$ cat src/rtl/cpuif_pkg.sv
// Shared definitions for the per-CPU interrupt interface.
package cpuif_pkg;
    // Word offsets of the software-visible registers.
    typedef enum logic [1:0] {
        OFS_ENABLE = 2'd0,
        OFS_MASK   = 2'd1,
        OFS_ACK    = 2'd2,
        OFS_EOI    = 2'd3
    } reg_ofs_e;
endpackage

$ cat src/rtl/cpuif_regs.sv
// Holds the interface enable bit and the priority mask.
// Assumes the caller decodes the write strobes and allows at most one per cycle.
module cpuif_regs #(
    parameter int PRIO_W = 8
) (
    input  logic              clk,
    input  logic              rst_n,
    input  logic              wr_enable,
    input  logic              wr_mask,
    input  logic              wdata_en,
    input  logic [PRIO_W-1:0] wdata_mask,
    output logic              enable,
    output logic [PRIO_W-1:0] mask
);
    // Capture the enable bit on its write strobe.
    always_ff @(posedge clk) begin
        if (!rst_n)
            enable <= 1'b0;
        else if (wr_enable)
            enable <= wdata_en;
    end

    // Capture the priority mask on its write strobe.
    always_ff @(posedge clk) begin
        if (!rst_n)
            mask <= '0;
        else if (wr_mask)
            mask <= wdata_mask;
    end
endmodule

$ cat src/rtl/cpuif_active.sv
// Nesting table of active interrupts. It gives the running priority (the lowest
// value held, all ones when the table is empty), a full flag and an ID-match test.
// Assumes push and pop never occur in the same cycle and that the caller
// never pushes while the table is full.
module cpuif_active #(
    parameter int ID_W   = 10,
    parameter int PRIO_W = 8,
    parameter int NEST   = 4
) (
    input  logic              clk,
    input  logic              rst_n,
    input  logic              push,
    input  logic [ID_W-1:0]   push_id,
    input  logic [PRIO_W-1:0] push_prio,
    input  logic              pop_req,
    input  logic [ID_W-1:0]   pop_id,
    output logic              pop_hit,
    output logic              full,
    output logic [PRIO_W-1:0] running
);
    localparam int IDX_W = (NEST > 1) ? $clog2(NEST) : 1;

    logic [NEST-1:0]   slot_v;
    logic [ID_W-1:0]   slot_id [NEST];
    logic [PRIO_W-1:0] slot_pr [NEST];
    logic [IDX_W-1:0]  free_idx;
    logic [IDX_W-1:0]  hit_idx;

    // Find the lowest free slot and the lowest slot that holds pop_id.
    always_comb begin
        free_idx = '0;
        hit_idx  = '0;
        pop_hit  = 1'b0;
        for (int i = NEST - 1; i >= 0; i--) begin
            if (!slot_v[i])
                free_idx = IDX_W'(i);
            if (slot_v[i] && slot_id[i] == pop_id) begin
                hit_idx = IDX_W'(i);
                pop_hit = 1'b1;
            end
        end
    end

    assign full = &slot_v;

    // Running priority is the minimum over the occupied slots.
    always_comb begin
        running = '1;
        for (int i = 0; i < NEST; i++)
            if (slot_v[i] && slot_pr[i] < running)
                running = slot_pr[i];
    end

    for (genvar g = 0; g < NEST; g++) begin : g_slot
        // Fill this slot on push, empty it on a matching pop.
        always_ff @(posedge clk) begin
            if (!rst_n) begin
                slot_v[g]  <= 1'b0;
                slot_id[g] <= '0;
                slot_pr[g] <= '0;
            end else if (push && !full && free_idx == IDX_W'(g)) begin
                slot_v[g]  <= 1'b1;
                slot_id[g] <= push_id;
                slot_pr[g] <= push_prio;
            end else if (pop_req && pop_hit && hit_idx == IDX_W'(g)) begin
                slot_v[g]  <= 1'b0;
            end
        end
    end
endmodule

$ cat src/rtl/cpuif_gate.sv
// Decides whether the current candidate may interrupt the processor.
// Purely combinational. All of its inputs come from registers or the distributor.
module cpuif_gate #(
    parameter int PRIO_W = 8
) (
    input  logic              enable,
    input  logic              cand_valid,
    input  logic [PRIO_W-1:0] cand_prio,
    input  logic [PRIO_W-1:0] mask,
    input  logic [PRIO_W-1:0] running,
    input  logic              full,
    output logic              eligible
);
    // Both comparisons are strict: an equal value is filtered out.
    always_comb begin
        eligible = enable && cand_valid && !full
                && (cand_prio < mask) && (cand_prio < running);
    end
endmodule

$ cat src/rtl/cpu_irq_iface.sv
// One processor's interrupt interface. It decodes the register accesses tagged
// for CPU_IDX, gates the distributor's candidate, registers the request line,
// and passes acknowledge and end-of-interrupt events back to the distributor.
// Assumes at most one register access per cycle.
module cpu_irq_iface
    import cpuif_pkg::*;
#(
    parameter int ID_W    = 10,
    parameter int PRIO_W  = 8,
    parameter int NEST    = 4,
    parameter int CPU_W   = 2,
    parameter int CPU_IDX = 0,
    parameter int DATA_W  = 32
) (
    input  logic              clk,
    input  logic              rst_n,
    input  logic              bus_sel,
    input  logic [CPU_W-1:0]  bus_cpu,
    input  logic              bus_wr,
    input  logic [1:0]        bus_addr,
    input  logic [DATA_W-1:0] bus_wdata,
    output logic              bus_rvalid,
    output logic [DATA_W-1:0] bus_rdata,
    input  logic              cand_valid,
    input  logic [ID_W-1:0]   cand_id,
    input  logic [PRIO_W-1:0] cand_prio,
    output logic              irq_o,
    output logic              ack_valid,
    output logic [ID_W-1:0]   ack_id,
    output logic              eoi_valid,
    output logic [ID_W-1:0]   eoi_id
);
    localparam logic [ID_W-1:0] SPURIOUS_ID = '1;

    logic              own, rd, wr;
    logic              ctrl_en;
    logic [PRIO_W-1:0] pmask;
    logic [PRIO_W-1:0] running;
    logic              full, pop_hit, eligible;
    logic              ack_take, eoi_req;
    logic [DATA_W-1:0] rd_mux;

    // Decode an access aimed at this processor's instance.
    always_comb begin
        own      = bus_sel && (bus_cpu == CPU_W'(CPU_IDX));
        rd       = own && !bus_wr;
        wr       = own && bus_wr;
        ack_take = rd && (bus_addr == OFS_ACK) && eligible;
        eoi_req  = wr && (bus_addr == OFS_EOI);
    end

    cpuif_regs #(.PRIO_W(PRIO_W)) u_regs (
        .clk        (clk),
        .rst_n      (rst_n),
        .wr_enable  (wr && bus_addr == OFS_ENABLE),
        .wr_mask    (wr && bus_addr == OFS_MASK),
        .wdata_en   (bus_wdata[0]),
        .wdata_mask (bus_wdata[PRIO_W-1:0]),
        .enable     (ctrl_en),
        .mask       (pmask)
    );

    cpuif_active #(.ID_W(ID_W), .PRIO_W(PRIO_W), .NEST(NEST)) u_active (
        .clk       (clk),
        .rst_n     (rst_n),
        .push      (ack_take),
        .push_id   (cand_id),
        .push_prio (cand_prio),
        .pop_req   (eoi_req),
        .pop_id    (bus_wdata[ID_W-1:0]),
        .pop_hit   (pop_hit),
        .full      (full),
        .running   (running)
    );

    cpuif_gate #(.PRIO_W(PRIO_W)) u_gate (
        .enable     (ctrl_en),
        .cand_valid (cand_valid),
        .cand_prio  (cand_prio),
        .mask       (pmask),
        .running    (running),
        .full       (full),
        .eligible   (eligible)
    );

    // Select the read data for the addressed register.
    always_comb begin
        rd_mux = '0;
        case (bus_addr)
            OFS_ENABLE: rd_mux[0] = ctrl_en;
            OFS_MASK:   rd_mux[PRIO_W-1:0] = pmask;
            OFS_ACK:    rd_mux[ID_W-1:0] = eligible ? cand_id : SPURIOUS_ID;
            default:    rd_mux[PRIO_W-1:0] = running;
        endcase
    end

    // Register the read response.
    always_ff @(posedge clk) begin
        if (!rst_n) begin
            bus_rvalid <= 1'b0;
            bus_rdata  <= '0;
        end else begin
            bus_rvalid <= rd;
            bus_rdata  <= rd ? rd_mux : '0;
        end
    end

    // Register the request line and the events sent back to the distributor.
    always_ff @(posedge clk) begin
        if (!rst_n) begin
            irq_o     <= 1'b0;
            ack_valid <= 1'b0;
            ack_id    <= '0;
            eoi_valid <= 1'b0;
            eoi_id    <= '0;
        end else begin
            irq_o     <= eligible;
            ack_valid <= ack_take;
            ack_id    <= ack_take ? cand_id : '0;
            eoi_valid <= eoi_req && pop_hit;
            eoi_id    <= (eoi_req && pop_hit) ? bus_wdata[ID_W-1:0] : '0;
        end
    end
endmodule

$ cat config.mk
export PLATFORM = sky130hd
export DESIGN_NAME = cpu_irq_iface
export DESIGN_NICKNAME = d
export VERILOG_FILES = /design/src/rtl/cpuif_pkg.sv /design/src/rtl/cpuif_regs.sv /design/src/rtl/cpuif_active.sv /design/src/rtl/cpuif_gate.sv /design/src/rtl/cpu_irq_iface.sv
export SDC_FILE = /design/constraint.sdc
export NUM_CORES = 1
export LEC_CHECK = 0
export BUFFER_PORTS_ARGS = -buffer_cell sky130_fd_sc_hd__buf_2
export CAP_MARGIN = 20
export CORE_MARGIN = 10
export CORE_UTILIZATION = 56
export DETAILED_ROUTE_END_ITERATION = 8
export PLACE_DENSITY = 0.78
export SYNTH_ARGS = -nofsm -noshare
export SYNTH_HDL_FRONTEND = slang
export SYNTH_SLANG_ARGS = --single-unit
$ cat constraint.sdc
create_clock -name clk -period 19.4 [get_ports clk]
set_input_delay 2.91 -clock clk [delete_from_list [all_inputs] [get_ports clk]]
set_output_delay 2.91 -clock clk [all_outputs]
set_load 0.02 [all_outputs]
==> results.yml <==
outcome:
  status: "finished clean"
finish:
  design_area_sq_um: 7530
  n_fill_cell: 832
  final_nets: 773
  drive_gt1_frac: 0.193
  n_antenna_cell: 0
  final_common_cell: "nor4_1"
  mostFrequentLayoutCells: "75 x nor4_1, 72 x edfxtp_1, 70 x buf_2"
  areaGrowthSynthToFinish_pct: 13.8
clock_network:
  cts_buffers: 17
  cts_hold_buf: 0
  cts_root_buffer: "clkbuf_16"
  cts_resized: 0
  clockBufferDepth: 2
  postCtsSetupRepairBufs: 0
  cts_tree: "yes"
  cts_sinks: 119
  insertion_delay_ns: 0.43
  clk_pin_slew_ns: 0.06
  h-tree-depth: 4
grt:
  grt_start_max_net_pins: 91
  antenna_found_initial: 0
  grt_pass1_wl_mm: 27.7
  grt_pass1_vias: 5365
  grt.overflow.total: 0
  grt_usage: 0.212
power:
  leakage_nw: 3.05
  ir_drop_mv: 0.0654
  powerDensity_nw_per_um2: 83.4
  p_total_uw: 628
logic_synthesis:
  ys.flop_type: "edfxtp_1"
  yosysWarnings: 0
  synth_area_leader_cell: "edfxtp_1"
  yosysTopAreaCellShare: 0.327
  ys_seq_area_frac: 0.469
  syn_avg_cell_area_sq_um: 10.4
  synth_edf_count: 72
  ys_types: 60
  synthArstFlopShare: 0
  synth_area_sq_um: 6610
  synth_area_leaders: "edfxtp_1 33%, dfxtp_1 14%, nor4_1 7.1%"
  synth_cells: 635
  synth-seq-cells: 119
worst_setup_path:
  critPathCaptureType: "flip-flop"
  crit_cells: 33
  critical_path.slowest_cell: "dfxtp_1"
  worstPathRequired_ns: 19.50
  worst_setup_path_start_kind: "flip-flop"
  reg2reg_to: "u_active.slot_pr[1][5]"
  cp_top_family: "compound AO/OA/AOI/OAI gates"
  crit_fanout: 90
  critPathLaunch: "u_active.slot_v[0]"
  path_buf_inv: 3
  critical_path_arrival_ns: 9.81
  r2r-start: "u_active.slot_v[0]"
  r2r_setup_slack_ns: 9.69
  path_common_cell: "ha_1"
  max_stage_delay_ns: 0.66
  criticalPathCategory: "flip-flop to flip-flop"
  endpoint: "u_active.slot_pr[1][5]"
  reg2reg_depth: 33
sta:
  hold_violations: 0
  max_slew_margin: 0.303
  setup_viol: 0
  drv_slew: 0
  fin_skew_ns: 0.0118
  grt_setup_unrepaired: "no"
  fin_crit_ns: 9.71
  max_freq_ghz: 0.103
  finalSetupTns_ns: 0
  worst_slew_pin_slew_ns: 1.04
  timing.final.crit_share: 0.500
die:
  std_cell_rows: 39
  dieArea_sq_um: 16600
  core-area_sq_um: 11500
  die_w_um: 129
  top_level_ports: 115
  start_util: 0.577
  die_h_um: 129
placement:
  port_buffers: 70
  dp_hpwl_mm: 12.3
  gp_congestion: 0.917
  dpl_cell_area_sq_um: 6930
drt:
  vias_per_cell: 6.28
  drc_errors: 0
  drt_iter0_markers: 541
  routed_wl_mm: 17.6
  num_vias: 5271
  drtAntennaViolNets: 0
  dr.pass1.iters: 5
  wl_per_cell_um: 21.0
job:
  max-cap-violations: 0
min_path:
  min-delay-path-class: "flip-flop to flip-flop"
## worst register-to-register path, delay by kind of cell, from the launching register on
kind                       cells  cell delay, ns
muxes                          3            1.11
adders and majority gates      4            1.21
DFF                            1            0.66
buffers and inverters          3            0.96
and+or+nand+nor               11            2.57
AOI/OAI and AO/OA             12            2.86
## power breakdown
part / switching (mW) / internal [mW] / total (mW)
logic: 0.0284 / 0.0138 / 0.0421
clock network: 0.118 / 0.189 / 0.307
registers: 0.00449 / 0.274 / 0.279
## cell usage after synthesis, drive strengths merged (3+ instances only)
cell type,instances
o31ai,7
xor2,15
edfxtp,72
buf,36
nand2,21
a21oi,13
o41ai,4
nor2,13
nor4,75
nand4,10
mux2i,14
xnor2,26
clkbuf,35
dfxtp,47
mux2,13
o21ai,17
nand3,17
a221oi,7
and3,4
nor3,15
o211a,3
nand2b,7
o211ai,12
nor2b,19
a21boi,6
a21o,7
ha,31
and2,14
inv,44
## registers in the layout, indices dropped and copies added (netlist names)
| register | flops |
|---|---|
| u_active.slot_id | 40 |
| u_active.slot_pr | 32 |
| ack_id | 10 |
| bus_rdata | 10 |
| eoi_id | 10 |
| u_regs.mask | 8 |
| u_active.slot_v | 4 |
| ack_valid | 1 |
| bus_rvalid | 1 |
| eoi_valid | 1 |
| irq_o | 1 |
| u_regs.enable | 1 |
## final cells by class
class	count	area, sq um	area share
Inverter	44	165	0.0219
Multi-Input combinational cell	422	3080	0.410
Sequential cell	119	3100	0.412
Clock inverter	12	111	0.0148
Timing Repair Buffer	79	418	0.0555
Tap cell	143	179	0.0238
Clock buffer	20	468	0.0622
## stage by stage
stage | cells | worst slack, ns | hold WS [ns] | util
4_1_cts | 837 | 9.03 | 0.550 | 0.655
3_3_place_gp | 805 | 9.43 | 0.536 | 0.605
2_1_floorplan | 656 | 9.77 | 0.484 | -
3_5_place_dp | 805 | 9.13 | 0.541 | 0.605
5_1_grt | 839 | 8.81 | 0.568 | 0.656
6_report | 839 | 9.69 | 0.551 | 0.656
## per-layer routing
metal,share of wire,vias to the layer above,GRT usage
li1,-,2427,-
met3,0.099,53,0.0690
met1,0.40,2507,0.251
met2,0.46,284,0.335
met4,0.037,0,0.117
met5,0,-,0
## cell families after synthesis
family	count (synthesis)	synth area share
AND/OR/NAND/NOR	207	0.181
buffers and inverters	115	0.0836
flip-flops	119	0.469
XOR/XNOR	41	0.0543
multiplexers	27	0.0439
other	1	0.000567
adder cells (fa/ha/maj)	33	0.0617
AO/OA/AOI/OAI	92	0.106
## how the worst min path moves through the flow
stage | slack (ns) | cells past startpoint | start | end
floorplan | 0.48 | 2 | u_active.slot_v[3] | u_active.slot_v[3]
global placement | 0.54 | 2 | u_regs.mask[7] | u_regs.mask[7]
detailed placement | 0.54 | 2 | u_regs.mask[7] | u_regs.mask[7]
CTS | 0.55 | 2 | u_regs.mask[7] | u_regs.mask[7]
global route | 0.57 | 2 | u_active.slot_v[3] | u_active.slot_v[3]
finish | 0.55 | 2 | u_active.slot_v[3] | u_active.slot_v[3]
(Power assumes the default switching activity.)
